File: config.mk
export PLATFORM = sky130hd
export DESIGN_NAME = flag_unit
export DESIGN_NICKNAME = d
export VERILOG_FILES = /design/src/rtl/flagcore_pkg.sv /design/src/rtl/fu_rst_sync.sv /design/src/rtl/fu_flag_calc.sv /design/src/rtl/fu_stat_reg.sv /design/src/rtl/flag_unit.sv
export SDC_FILE = /design/constraint.sdc
export NUM_CORES = 1
export LEC_CHECK = 0
export BUFFER_PORTS_ARGS = -buffer_cell sky130_fd_sc_hd__buf_2
export CAP_MARGIN = 5
export CORE_MARGIN = 2
export CORE_UTILIZATION = 39
export CTS_BUF_LIST = sky130_fd_sc_hd__clkbuf_8
export CTS_CLUSTER_DIAMETER = 200
export DETAILED_ROUTE_END_ITERATION = 16
export PLACE_DENSITY = 0.91
export SYNTH_ARGS = -nofsm -noshare
export SYNTH_HDL_FRONTEND = slang
export SYNTH_SLANG_ARGS = --single-unit
File: constraint.sdc
create_clock -name clk -period 1.2 [get_ports clk]
set_clock_uncertainty 0.2 [all_clocks]
set_input_delay 0.06 -clock clk [delete_from_list [all_inputs] [get_ports clk]]
set_output_delay 0.06 -clock clk [all_outputs]
set_load 0.01 [all_outputs]
File: src/rtl/flagcore_pkg.sv
package flagcore_pkg;

  typedef enum logic [1:0] {
    FM_HOLD  = 2'd0,
    FM_NZ    = 2'd1,
    FM_ARITH = 2'd2,
    FM_WRITE = 2'd3
  } fmode_e;

  typedef struct packed {
    logic n;
    logic z;
    logic s;
    logic c;
  } flags_t;

  localparam int FLAG_CNT = 4;

endpackage

File: src/rtl/fu_rst_sync.sv
module fu_rst_sync #(
  parameter int STAGES = 2
) (
  input  logic clk,
  input  logic rst_n_async,
  output logic rst_n_sync
);

  logic [STAGES-1:0] chain_q;
  logic [STAGES-1:0] chain_d;

  always_comb begin
    chain_d = {chain_q[STAGES-2:0], 1'b1};
  end

  always_ff @(posedge clk or negedge rst_n_async) begin
    if (!rst_n_async) begin
      chain_q <= '0;
    end else begin
      chain_q <= chain_d;
    end
  end

  assign rst_n_sync = chain_q[STAGES-1];

endmodule

File: src/rtl/fu_flag_calc.sv
module fu_flag_calc
  import flagcore_pkg::*;
#(
  parameter int DATA_W = 16
) (
  input  fmode_e            mode,
  input  logic [DATA_W:0]   res,
  input  logic [DATA_W-1:0] op_a,
  input  logic [DATA_W-1:0] op_b,
  input  flags_t            cur,
  output flags_t            nxt
);

  localparam int MSB = DATA_W - 1;

  logic raw_n;
  logic raw_z;
  logic raw_s;
  logic raw_c;

  always_comb begin
    raw_n = res[MSB];
    raw_z = ~|res[MSB:0];
    raw_c = res[DATA_W];
    raw_s = res[DATA_W] ^ (op_a[MSB] ^ op_b[MSB]);
  end

  always_comb begin
    nxt = cur;
    unique case (mode)
      FM_NZ: begin
        nxt.n = raw_n;
        nxt.z = raw_z;
      end
      FM_ARITH: begin
        nxt   = '0;
        nxt.n = raw_n;
        nxt.z = raw_z;
        nxt.s = raw_s;
        nxt.c = raw_c;
      end
      default: nxt = cur;
    endcase
  end

endmodule

File: src/rtl/fu_stat_reg.sv
module fu_stat_reg
  import flagcore_pkg::*;
#(
  parameter int SR_W  = 16,
  parameter int POS_N = 3,
  parameter int POS_Z = 2,
  parameter int POS_S = 1,
  parameter int POS_C = 0
) (
  input  logic            clk,
  input  logic            rst_n,
  input  fmode_e          mode,
  input  flags_t          nxt,
  input  logic [SR_W-1:0] load_val,
  output logic [SR_W-1:0] stat_d,
  output logic [SR_W-1:0] stat_q
);

  logic stat_en;

  always_comb begin
    stat_d = stat_q;
    if (mode == FM_WRITE) begin
      stat_d = load_val;
    end else begin
      stat_d[POS_N] = nxt.n;
      stat_d[POS_Z] = nxt.z;
      stat_d[POS_S] = nxt.s;
      stat_d[POS_C] = nxt.c;
    end
    stat_en = (mode != FM_HOLD);
  end

  always_ff @(posedge clk or negedge rst_n) begin
    if (!rst_n) begin
      stat_q <= '0;
    end else if (stat_en) begin
      stat_q <= stat_d;
    end
  end

  AST_HOLD_STABLE: assert property (@(posedge clk) disable iff (!rst_n)
    (mode == FM_HOLD) |=> $stable(stat_q));

  AST_WRITE_LOADS: assert property (@(posedge clk) disable iff (!rst_n)
    (mode == FM_WRITE) |=> (stat_q == $past(load_val)));

endmodule

File: src/rtl/flag_unit.sv
module flag_unit
  import flagcore_pkg::*;
#(
  parameter int DATA_W   = 16,
  parameter int SYNC_STG = 2,
  parameter int POS_N    = 3,
  parameter int POS_Z    = 2,
  parameter int POS_S    = 1,
  parameter int POS_C    = 0
) (
  input  logic              clk,
  input  logic              rst_n,
  input  logic [1:0]        mode,
  input  logic [DATA_W:0]   res,
  input  logic [DATA_W-1:0] op_a,
  input  logic [DATA_W-1:0] op_b,
  output logic [FLAG_CNT-1:0] flags_nxt,
  output logic [DATA_W-1:0] stat_q
);

  localparam int MSB = DATA_W - 1;
  localparam logic [DATA_W-1:0] FLAG_MASK =
    (DATA_W'(1) << POS_N) | (DATA_W'(1) << POS_Z) |
    (DATA_W'(1) << POS_S) | (DATA_W'(1) << POS_C);

  logic              rst_n_i;
  fmode_e            mode_e;
  flags_t            cur_f;
  flags_t            nxt_f;
  logic [DATA_W-1:0] stat_d;

  assign mode_e = fmode_e'(mode);

  fu_rst_sync #(
    .STAGES(SYNC_STG)
  ) u_rst_sync (
    .clk        (clk),
    .rst_n_async(rst_n),
    .rst_n_sync (rst_n_i)
  );

  always_comb begin
    cur_f.n = stat_q[POS_N];
    cur_f.z = stat_q[POS_Z];
    cur_f.s = stat_q[POS_S];
    cur_f.c = stat_q[POS_C];
  end

  fu_flag_calc #(
    .DATA_W(DATA_W)
  ) u_calc (
    .mode(mode_e),
    .res (res),
    .op_a(op_a),
    .op_b(op_b),
    .cur (cur_f),
    .nxt (nxt_f)
  );

  fu_stat_reg #(
    .SR_W (DATA_W),
    .POS_N(POS_N),
    .POS_Z(POS_Z),
    .POS_S(POS_S),
    .POS_C(POS_C)
  ) u_sreg (
    .clk     (clk),
    .rst_n   (rst_n_i),
    .mode    (mode_e),
    .nxt     (nxt_f),
    .load_val(op_a),
    .stat_d  (stat_d),
    .stat_q  (stat_q)
  );

  assign flags_nxt = {stat_d[POS_N], stat_d[POS_Z], stat_d[POS_S], stat_d[POS_C]};

  AST_N_FOLLOWS: assert property (@(posedge clk) disable iff (!rst_n_i)
    (mode == 2'd1 || mode == 2'd2) |=> (stat_q[POS_N] == $past(res[MSB])));

  AST_Z_LOW_HALF: assert property (@(posedge clk) disable iff (!rst_n_i)
    (mode == 2'd1 || mode == 2'd2) |=> (stat_q[POS_Z] == ($past(res[MSB:0]) == '0)));

  AST_C_CARRY: assert property (@(posedge clk) disable iff (!rst_n_i)
    (mode == 2'd2) |=> (stat_q[POS_C] == $past(res[DATA_W])));

  AST_S_SIGNED: assert property (@(posedge clk) disable iff (!rst_n_i)
    (mode == 2'd2) |=> (stat_q[POS_S] ==
      ($past(res[DATA_W]) ^ $past(op_a[MSB]) ^ $past(op_b[MSB]))));

  AST_NZ_KEEPS_SC: assert property (@(posedge clk) disable iff (!rst_n_i)
    (mode == 2'd1) |=> ($stable(stat_q[POS_S]) && $stable(stat_q[POS_C])));

  AST_UPPER_PASS: assert property (@(posedge clk) disable iff (!rst_n_i)
    (mode == 2'd1 || mode == 2'd2) |=> ((stat_q & ~FLAG_MASK) == $past(stat_q & ~FLAG_MASK)));

  AST_NXT_MATCH: assert property (@(posedge clk) disable iff (!rst_n_i)
    1'b1 |=> ($past(flags_nxt) ==
      {stat_q[POS_N], stat_q[POS_Z], stat_q[POS_S], stat_q[POS_C]}));

endmodule

==> parameters.txt <==
Parameter                              Value

Outcome
  Run status ... complete, but fails checks
  Violated checks ... hold timing, setup timing

Placement
  Placer congestion estimate ... around 0.76
  Detailed Place HPWL ... between 1500 and 2000 µm
  Post-placement cell count ... about 160
  Pre-CTS setup slack ... -0.175 ns
  Port-buffer cells ... 57
  Instance area after placement ... 1270 µm²

Detailed routing
  1st-iter DRT viols ... 6
  Via count ... between 800 and 900
  Total detailed-routing wirelength ... between 2000 and 2500 µm
  Total DRC errors in the routed layout ... 0
  Antenna Nets Post-Route ... 0
  Detail-routed net length per standard cell ... 12.4 µm
  First-pass iteration count of the detailed router ... 4
  Per-cell via count in the routed design ... between 4 and 5

Finish
  Share of the core filled with cells ... between 70% and 80%
  Number of cells in the finished layout apart from fillers ... about 180
  Count of inserted antenna diode cells ... 0
  Area of all placed cells without fillers ... 1510 µm²
  Share of cells above drive strength 1 ... between 60% and 70%
  Layout overhead on the synthesized area ... 76.6%
  Final layout net count ... about 210

Logic synthesis
  Post-Synthesis Cell Area ... ~860 µm²
  Syn Area/Cell ... 12.8 µm²
  Sequential area share after synthesis ... a little over half
  Post-Synthesis Cells ... between 60 and 70
  Total nets after synthesis ... 123
  Number of flip-flops and latches in the synthesized netlist ... 18
  Netlist cell types ... 23
  Ys Warns ... 0

Pwr
  Max rail drop VDD ... ~1.1 mV
  Power density relative to cell area ... 1100 nW/µm²
  Total leakage power ... ~0.76 nW
  Power, Total ... 1.66 mW

CTS
  Clock edge transition at the registers on the reported setup and hold paths ... about 0.06 ns
  Clk sink count ... 18
  Skew-Pair Late Insertion Delay ... 0.24 ns
  Post-CTS Hold Fix Bufs ... 15
  Clock root buffer ... sky130_fd_sc_hd__clkbuf_8
  TritonCTS clock tree ... done
  Largest buffer count on any clock path ... 2
  H-tree level count ... 1
  CTS buffer count ... 3

Setup path
  Capture point of the worst reg-to-reg path ... u_sreg.stat_q[1]$_DFFE_PN0P_
  Arrival @ worst endpoint ... between 1 and 1.5 ns
  Worst flop-to-flop path startpoint ... u_sreg.stat_q[1]$_DFFE_PN0P_
  Worst Reg-to-Reg Cells ... 4
  Required arrival time at the worst endpoint ... ~0.94 ns
  Reg-to-reg slack, setup ... -0.06 ns
  CP max FO ... 2
  Type of destination of the critical path ... primary output
  Startpoint type of the worst setup path ... register
  Type of the worst setup path ... register to primary output

Worst hold path
  Cell count of the worst hold path ... 4
  Hold Path Sink ... u_sreg.stat_q[2]$_DFFE_PN0P_
  Hold/Removal Path Class ... primary input to register
  Start point of the worst min-delay path ... res[9]

Timing
  Min Tclk post-route ... between 1 and 1.5 ns
  Hold Vio Cnt, Final ... 4
  Setup repair after global routing missed its margin ... yes
  Ratio of final minimum period to clock period ... 121%
  Max-slew violation total from the final report ... 0
  Final setup margin ... -0.258 ns
  Highest Clock Rate ... 686 MHz
  Number of setup violations in the final report ... 7
  Final Hold Slack ... -0.0609 ns

Global route
  Initial antenna violation count ... 0
  Global-route congestion overflow total ... 0
  Wire length of the first global-routing pass ... approximately 3700 µm
  Pin count of the biggest net entering global routing ... 15
  Global-route total usage across every layer ... between 10% and 20%
  Number of global-route vias before repair ... ~910

Die
  DIE AREA ... roughly 2600 µm²
  Core Box Area ... slightly above 2000 µm²
  Die Ht ... 50.8 µm
  Width of the chip ... 50.8 µm
  # rows ... 16
  Top-Level Pins ... 73
  Starting utilization of the core area ... between 40 and 50%

Run
  Number of maximum-capacitance violations ... 0
==> worst max path at each step <==
| stage | startpoint | endpoint | slack, ns |
|---|---|---|---|
| detailed placement | mode[1] | u_sreg.stat_q[3]$_DFFE_PN0P_ | -0.18 |
| global placement | mode[1] | u_sreg.stat_q[3]$_DFFE_PN0P_ | -0.13 |
| finish | u_sreg.stat_q[1]$_DFFE_PN0P_ | flags_nxt[1] | -0.26 |
| global route | u_sreg.stat_q[1]$_DFFE_PN0P_ | flags_nxt[1] | -0.30 |
| CTS | u_sreg.stat_q[1]$_DFFE_PN0P_ | flags_nxt[1] | -0.28 |
| floorplan | mode[1] | u_sreg.stat_q[3]$_DFFE_PN0P_ | -0.04 |
==> synth_stat cells <==
| cell | n | area share, % |
|---|---|---|
| sky130_fd_sc_hd__nor2_1 | 3 | 1.3 |
| sky130_fd_sc_hd__nand2b_1 | 1 | 0.73 |
| sky130_fd_sc_hd__nor3b_1 | 1 | 0.88 |
| sky130_fd_sc_hd__buf_2 | 2 | 1.2 |
| sky130_fd_sc_hd__xor3_1 | 1 | 2.8 |
| sky130_fd_sc_hd__dfrtp_1 | 18 | 53 |
| sky130_fd_sc_hd__mux2i_1 | 2 | 2.3 |
| sky130_fd_sc_hd__a211oi_2 | 1 | 1.5 |
| sky130_fd_sc_hd__nand2_1 | 3 | 1.3 |
| sky130_fd_sc_hd__ha_1 | 3 | 4.4 |
| sky130_fd_sc_hd__conb_1 | 1 | 0.44 |
| sky130_fd_sc_hd__a21oi_1 | 1 | 0.58 |
| sky130_fd_sc_hd__and3b_1 | 1 | 1.0 |
| sky130_fd_sc_hd__nor2b_1 | 1 | 0.73 |
| sky130_fd_sc_hd__mux2_2 | 14 | 18 |
| sky130_fd_sc_hd__a211oi_1 | 1 | 0.88 |
| sky130_fd_sc_hd__inv_1 | 2 | 0.88 |
| sky130_fd_sc_hd__o31ai_1 | 2 | 1.8 |
| sky130_fd_sc_hd__and2b_2 | 1 | 1.0 |
| sky130_fd_sc_hd__nand4_1 | 1 | 0.73 |
| sky130_fd_sc_hd__o21ai_0 | 3 | 1.8 |
| sky130_fd_sc_hd__nand3_1 | 1 | 0.58 |
| sky130_fd_sc_hd__nor4_1 | 3 | 2.2 |
==> registers in the layout (all words and copies together), names as in the netlist <==
| signal | count |
|---|---|
| u_sreg.stat_q | 16 |
| u_rst_sync.chain_q | 2 |
==> power by group <==
part	internal [mW]	switching (mW)
Clock	0.222	0.162
Combinational	0.317	0.226
Sequential	0.694	0.0432
Total	1.23	0.431
==> routing by layer <==
layer | up-vias | track usage, % | wire length, µm
met5 | - | 0 | 0
met4 | 0 | 5.41 | 22
met3 | 2 | 4.97 | 92
met2 | 30 | 43.6 | 1410
met1 | 398 | 15.6 | 726
li1 | 412 | - | -
==> per-stage QoR <==
step,hold WS (ns),TNS (ns)
final,-0.0609,-0.651
after detailed placement,-0.352,-1.75
after CTS,-0.0598,-0.722
after floorplan,-0.436,-0.0753
after global placement,-0.352,-1.44
after global routing,-0.0447,-0.965
==> critical path: stages (launching register included) <==
cell	delay [ns]
sky130_fd_sc_hd__dfrtp_1	0.37
sky130_fd_sc_hd__and2b_2	0.20
sky130_fd_sc_hd__a211oi_2	0.17
sky130_fd_sc_hd__nor2_1	0.08
sky130_fd_sc_hd__buf_2	0.14
==> cell usage in the layout, fill, tap and decap left out <==
cell type                       count
sky130_fd_sc_hd__ha_1               1
sky130_fd_sc_hd__o31ai_1            1
sky130_fd_sc_hd__nand4_1            1
sky130_fd_sc_hd__dlygate4sd3_1     15
sky130_fd_sc_hd__buf_12             1
sky130_fd_sc_hd__nor3b_2            1
sky130_fd_sc_hd__inv_1              1
sky130_fd_sc_hd__o21ai_2            2
sky130_fd_sc_hd__o31ai_2            1
sky130_fd_sc_hd__buf_2             57
sky130_fd_sc_hd__dfrtp_1           18
sky130_fd_sc_hd__o21ai_1            1
sky130_fd_sc_hd__a211oi_2           2
sky130_fd_sc_hd__clkbuf_8           3
sky130_fd_sc_hd__and2b_2            1
sky130_fd_sc_hd__nor4_1             3
sky130_fd_sc_hd__mux2i_1            2
sky130_fd_sc_hd__nor2_1             3
sky130_fd_sc_hd__nand3_1            1
sky130_fd_sc_hd__xor3_1             1
sky130_fd_sc_hd__buf_4             13
sky130_fd_sc_hd__nand2b_1           1
sky130_fd_sc_hd__nand2_1            3
sky130_fd_sc_hd__ha_2               1
sky130_fd_sc_hd__inv_2              1
sky130_fd_sc_hd__nor2b_1            1
sky130_fd_sc_hd__conb_1             1
sky130_fd_sc_hd__a21oi_1            1
sky130_fd_sc_hd__and3b_1            1
sky130_fd_sc_hd__ha_4               1
sky130_fd_sc_hd__mux2_2            14
==> cell type report <==
| type | count | area (µm²) |
|---|---|---|
| flip-flops and latches | 18 | 450 |
| multi-input cells | 45 | 425 |
| repair buffers | 86 | 553 |
| inverters | 2 | 7.51 |
| fillers | 143 | 510 |
| well taps | 27 | 33.8 |
| clock buffers | 3 | 41.3 |
==> timing repair <==
item	in CTS	in global routing
pin swaps	1	0
buffers inserted	4	0
setup endpoints to repair	8	8
endpoints found under the hold margin	34	3
resized for setup	4	0
==> cell families after synthesis <==
logic type                 synth area share [%]
AOI/OAI and AO/OA                          6.43
adders and majority gates                  4.39
and+or+nand+nor                            10.5
muxes                                      20.8
other                                     0.438
xor gates and xnor gates                   2.78
buffers and inverters                      2.05
DFF                                        52.6
Power figures use the tool's default switching activity.
